===== config.mk =====
export PLATFORM = sky130hd
export DESIGN_NAME = bitonic_sorter
export DESIGN_NICKNAME = d
export VERILOG_FILES = /design/src/rtl/bsort_pkg.sv /design/src/rtl/bsort_cmpx.sv /design/src/rtl/bsort_column.sv /design/src/rtl/bitonic_sorter.sv
export SDC_FILE = /design/constraint.sdc
export NUM_CORES = 2
export LEC_CHECK = 0
export BUFFER_PORTS_ARGS = -buffer_cell sky130_fd_sc_hd__clkbuf_2
export CORE_MARGIN = 8
export CORE_UTILIZATION = 40
export CTS_CLUSTER_SIZE = 12
export DETAILED_ROUTE_END_ITERATION = 16
export SLEW_MARGIN = 20
export SYNTH_ARGS = -nofsm -noshare
export SYNTH_HDL_FRONTEND = slang
export SYNTH_HIERARCHICAL = 1
export SYNTH_SLANG_ARGS = --single-unit

===== constraint.sdc =====
create_clock -name clk -period 2.8 [get_ports clk]
set_input_delay 0.14 -clock clk [delete_from_list [all_inputs] [get_ports clk]]
set_output_delay 0.14 -clock clk [all_outputs]
set_load 0.03 [all_outputs]

===== src/rtl/bsort_pkg.sv =====
package bsort_pkg;

    // Integer base-2 logarithm of a power of two.
    function automatic int log2i(input int n);
        int r;
        r = 0;
        while ((1 << r) < n) r++;
        return r;
    endfunction

    // Number of comparator columns of the complete sorter for N = 2^k.
    function automatic int col_count(input int k);
        return (k * (k + 1)) / 2;
    endfunction

    // Flat column index of merge step t inside merge stage s (s from 1).
    function automatic int col_index(input int s, input int t);
        return ((s - 1) * s) / 2 + t;
    endfunction

endpackage


===== src/rtl/bsort_cmpx.sv =====
module bsort_cmpx #(
    parameter int W   = 8,
    parameter bit ASC = 1'b1
) (
    input  logic [W-1:0] a_i,   // lane with the lower index
    input  logic [W-1:0] b_i,   // lane with the higher index
    output logic [W-1:0] lo_o,
    output logic [W-1:0] hi_o
);
    logic swap;

    always_comb begin
        // Ascending: smaller key goes to the lower lane; descending: reverse.
        swap = ASC ? (a_i > b_i) : (a_i < b_i);
        lo_o = swap ? b_i : a_i;
        hi_o = swap ? a_i : b_i;
    end
endmodule


===== src/rtl/bsort_column.sv =====
module bsort_column #(
    parameter int N      = 16,
    parameter int W      = 8,
    parameter int DIST   = 1,   // lane distance of every pair in this column
    parameter int DIRBIT = 1,   // lane-index bit that selects the direction
    parameter bit REG    = 1'b1
) (
    input  logic           clk,
    input  logic           rst_n,
    input  logic           vld_i,
    input  logic [N*W-1:0] keys_i,
    output logic           vld_o,
    output logic [N*W-1:0] keys_o
);
    logic [N*W-1:0] net;

    for (genvar i = 0; i < N; i++) begin : g_lane
        if (((i / DIST) % 2) == 0) begin : g_pair
            localparam bit ASC = (((i >> DIRBIT) & 1) == 0);
            bsort_cmpx #(.W(W), .ASC(ASC)) u_cmpx (
                .a_i  (keys_i[i*W +: W]),
                .b_i  (keys_i[(i+DIST)*W +: W]),
                .lo_o (net[i*W +: W]),
                .hi_o (net[(i+DIST)*W +: W])
            );
        end
    end

    if (REG) begin : g_reg
        typedef struct packed {
            logic           vld;
            logic [N*W-1:0] keys;
        } col_t;

        col_t col_d, col_q;

        always_comb begin
            col_d      = col_q;
            col_d.vld  = vld_i;
            col_d.keys = net;
        end

        always_ff @(posedge clk or negedge rst_n) begin
            if (!rst_n) col_q <= '0;
            else        col_q <= col_d;
        end

        assign vld_o  = col_q.vld;
        assign keys_o = col_q.keys;
    end else begin : g_comb
        assign vld_o  = vld_i;
        assign keys_o = net;
    end
endmodule


===== src/rtl/bitonic_sorter.sv =====
module bitonic_sorter
    import bsort_pkg::*;
#(
    parameter int N    = 16,
    parameter int W    = 8,
    parameter bit PIPE = 1'b1
) (
    input  logic           clk,
    input  logic           rst_n,
    input  logic           in_valid,
    input  logic [N*W-1:0] in_keys,
    output logic           out_valid,
    output logic [N*W-1:0] out_keys
);
    localparam int K    = log2i(N);
    localparam int COLS = col_count(K);
    localparam int LAT  = PIPE ? COLS : 0;

    logic [N*W-1:0] chain_keys [COLS+1];
    logic           chain_vld  [COLS+1];

    assign chain_keys[0] = in_keys;
    assign chain_vld[0]  = in_valid;

    // Stage s merges blocks of 2^s lanes; step t pairs lanes 2^(s-1-t) apart.
    for (genvar s = 1; s <= K; s++) begin : g_stage
        for (genvar t = 0; t < s; t++) begin : g_step
            localparam int C    = col_index(s, t);
            localparam int DIST = 1 << (s - 1 - t);
            bsort_column #(
                .N(N), .W(W), .DIST(DIST), .DIRBIT(s), .REG(PIPE)
            ) u_col (
                .clk    (clk),
                .rst_n  (rst_n),
                .vld_i  (chain_vld[C]),
                .keys_i (chain_keys[C]),
                .vld_o  (chain_vld[C+1]),
                .keys_o (chain_keys[C+1])
            );
        end
    end

    assign out_valid = chain_vld[COLS];
    assign out_keys  = chain_keys[COLS];
endmodule


# Word-level counts from Yosys, hierarchy flattened
# Cells that the tools add are included.
[word_totals]
reg_bits = 1290
in_bits = 131
out_inout_bits = 129
elab_cells = 260
[classes]
n_lt_le_gt_ge = 80
mux = 160
[op_table]
columns = ["operator", "count"]
rows = [
  ["2-to-1 mux 8 bit", 160],
  ["greater-than comparator 8 bit", 56],
  ["< comparator 8 bit", 24],
]

# Depth between registers and ports, before layout
[depth]
depth_word = 2
mapped_depth = 8
depth_no_buf = 7

# Modules after synthesis
# The synthesis kept the hierarchy.
[by_module_without_submodules]
columns = ["module", "n_inst", "cells_each", "area_per_inst_um2", "seq_area_each_um2"]
rows = [
  ["bsort_column", 10, 129, 3228.1, 3228.1],
  ["bsort_cmpx (g_stage[1].g_step[0].u_col.g_lane[0].g_pair.u_cmpx ...)", 55, 44, 476.7, 0.0],
  ["bsort_cmpx (g_stage[1].g_step[0].u_col.g_lane[10].g_pair.u_cmpx ...)", 24, 41, 425.4, 0.0],
  ["bsort_cmpx (g_stage[4].g_step[3].u_col.g_lane[8].g_pair.u_cmpx)", 1, 44, 478.0, 0.0],
]

# Least setup slack after synthesis
# Ideal clock, no wire load.
[synth_timing]
kind = "reg2reg"
start = "register g_stage[1].g_step[0].u_col.g_reg.col_q (netlist bit g_stage[1].g_step[0].u_col/keys_o[97])"
end = "register g_stage[2].g_step[0].u_col.g_reg.col_q (netlist bit g_stage[2].g_step[0].u_col/keys_o[100])"
setup_time_ps = 125
t_arrival_ps = 1917
required_ps = 2675
setup_slack_ps = 758
stages_incl_launch_ff = 6
n_path_buf = 1
synth_period_minus_slack_ps = 2042
path_cell_list = "dfrtp_1 ha_1 a2111o_1 a211oi_4 buf_12 mux2_4"
[synth_lines]
columns = ["item", "line_no", "source"]
rows = [
  ["start, declared", "bsort_column.sv:35", "col_t col_d, col_q;"],
  ["start signal, assigned", "bsort_column.sv:45", "else col_q <= col_d;"],
  ["end signal, assigned", "bsort_column.sv:45", ""],
  ["end, declared", "bsort_column.sv:35", ""],
]

==> reports/results.txt <==
maximum buffer depth of the clock tree = 3
number of nets in the layout = 6078
Post-synth EDFFs = 0
Fin. Hold Viols = 0
ys flop type = dfrtp_1
Inserted Diodes = 0
Vias = 37300
synthesized area = 69200 sq um
Initial Utilization = 40.3%
Worst Tran Pin Value = 0.732 ns
ys async rst share = 100%
Fillers = 15100
Worst EP arrival = 3.11 ns
Worst EP required = 3.43 ns
number of clock sinks = 1290
die width = 432 microns
Vert. Die Dim = 432 microns
critical path peak fanout = 10
core area = 172000 sq um
vias in the first global route = 40500
worst reg2reg path depth = 6
TritonRoute pass-1 iters = 5
status = finished clean
Syn. warnings = 6
# IOs = 260
Layout area overhead = 14.7%
CP endpoint kind = register
antenna-violating nets left = 0
Relative slew margins = 51.2%
cts hold-fix bufs = 199
final period utilization = 88.6%
CTS buffer count = 145
post-synthesis register bit count = 1290
largest cells by area after synthesis = dfrtp_1 47%, mux2_4 17%, ha_1 11%
final slew viol count = 0
clock skew = 0.0280 ns
unrepaired setup endpoints after global routing = no
port bufs = 259
Period minus WS final = 2.48 ns
hold_ws = 0.174 ns
placer congestion estimate = 0.854
Fin Setup TNS = 0 ns
post-CTS setup buffers = 0
Post-Syn Instances = 4738
Synth Area per Inst = 14.6 sq um
largest net degree at the start of global routing = 105
post-synthesis sequential area ratio = 46.7%
WS Path Type = in2reg
Remaining DRCs = 0
# rows = 152
CP Launch Type = input pin
TritonCTS clock tree = yes
Reg-to-Reg Start = g_stage[3].g_step[2].u_col/keys_o[25]
distinct cell type count after synthesis = 23
layout cells sized above 1 = 40.3%
first-pass GRT wire length = 234000 microns
gr usage total = 15.9%
GRT overflow = 0
vias per inst = 4.82
HP Start = in_keys[92]
top-count cell post-synth = dfrtp_1
final core occ = 46.2%
Detailed Route Iter0 Violations = 1762
Setup crit end = g_stage[1].g_step[0].u_col/keys_o[31]
Fmax achieved = 403 MHz
placed cell count = 7295
RR Endpoint = g_stage[4].g_step[0].u_col/keys_o[31]
Clk Tree Root Cell = clkbuf_16
leading area contributor after synthesis = dfrtp_1
DR WL/cell = 19.2 microns
Worst Hold Class = in2reg
Setup-failing EPs final = 0
critical path launch point = in_keys[25]
Clock H-tree levels = 4
Synth top area share = 46.7%
Synth Net Count = 5485
DIE AREA = 187000 sq um
Non-Filler Instances = 7746
post-DP HPWL = 117000 microns
routed wire length = 149000 microns
Max-cap violations = 0
PostCTS Resize Cnt = 0
initial antenna violation count = 4
clock slew at reported path FFs = 0.06 ns
Clk Latency, worst-skew pair = 0.77 ns
r2r setup slk = 0.45 ns
Post-synth top cells = 1290 x dfrtp_1, 800 x mux2_4, 640 x inv_1, 616 x ha_1, 480 x mux2_2
[cells in the final DEF (no fill, tap or decap), drive strengths merged]
cell type / count
a2111o: 24
nand4: 136
inv: 644
nand2b: 24
o22ai: 56
o21ai: 104
nor2b: 56
nor2: 24
ha: 616
mux2: 1280
o211ai: 56
clkinv: 25
dfrtp: 1290
buf: 70
nand2: 56
a21oi: 248
clkinvlp: 5
dlygate4sd3: 198
a211oi: 48
bufinv: 11
clkbuf: 465
[sequential cells by signal (all words and copies together) (netlist names)]
signal / count
g_stage.g_step.u_col/vld_o: 10
g_stage.g_step.u_col/keys_o: 1280
[critical path, cell delays in order]
cell,delay (ns)
dlygate4sd3_1,0.53
clkbuf_2,0.14
inv_1,0.05
ha_1,0.26
a2111o_1,0.40
a211oi_4,0.42
buf_4,0.29
mux2_2,0.35
dlygate4sd3_1,0.54
[worst min path at each step]
stage	endpoint	cells past startpoint
CTS	g_stage[1].g_step[0].u_col/keys_o[88]	3
global placement	g_stage[4].g_step[0].u_col/keys_o[63]	1
detailed placement	g_stage[4].g_step[0].u_col/keys_o[63]	1
global route	g_stage[1].g_step[0].u_col/keys_o[92]	3
floorplan	g_stage[1].g_step[0].u_col/keys_o[0]	0
finish	g_stage[1].g_step[0].u_col/keys_o[92]	3
[kinds of logic (layout without fill, tap and decap cells)]
family                     Yosys count  in the layout  synth area share, %
buffers and inverters              720           1418                 5.79
AOI/OAI and AO/OA                  536            536                 7.73
and+or+nand+nor                    296            296                 3.51
adders and majority gates          616            616                 11.1
muxes                             1280           1280                 25.2
DFF                               1290           1290                 46.7
[through the flow]
step | setup slack, ns | cell area [sq um]
2_1_floorplan | 0.758 | 69200
3_3_place_gp | 0.509 | 72500
3_5_place_dp | 0.482 | 72500
4_1_cts | 0.357 | 79400
5_1_grt | 0.216 | 79400
6_report | 0.319 | 79400
[cell type report]
cell class | count | area (sq um) | area share [%]
Clock buffer | 207 | 4220 | 5.31
Tap cell | 2310 | 2890 | 3.64
Clock inverter | 45 | 631 | 0.795
Timing Repair Buffer | 526 | 4030 | 5.08
Multi-Input combinational cell | 2728 | 32900 | 41.5
Sequential cell | 1290 | 32300 | 40.7
Inverter | 640 | 2400 | 3.03
[layer usage]
| layer | up-vias | track usage [%] | wire length [microns] |
|---|---|---|---|
| met5 | - | 0 | 0 |
| met1 | 18700 | 20.4 | 66300 |
| met2 | 546 | 27.4 | 72900 |
| met4 | 0 | 4.97 | 4560 |
| met3 | 240 | 2.72 | 5090 |
| li1 | 17800 | - | - |
Power is left out: the tool's default activity adds up to more than one toggle a clock period on the data nets, which glitch-free logic cannot reach.
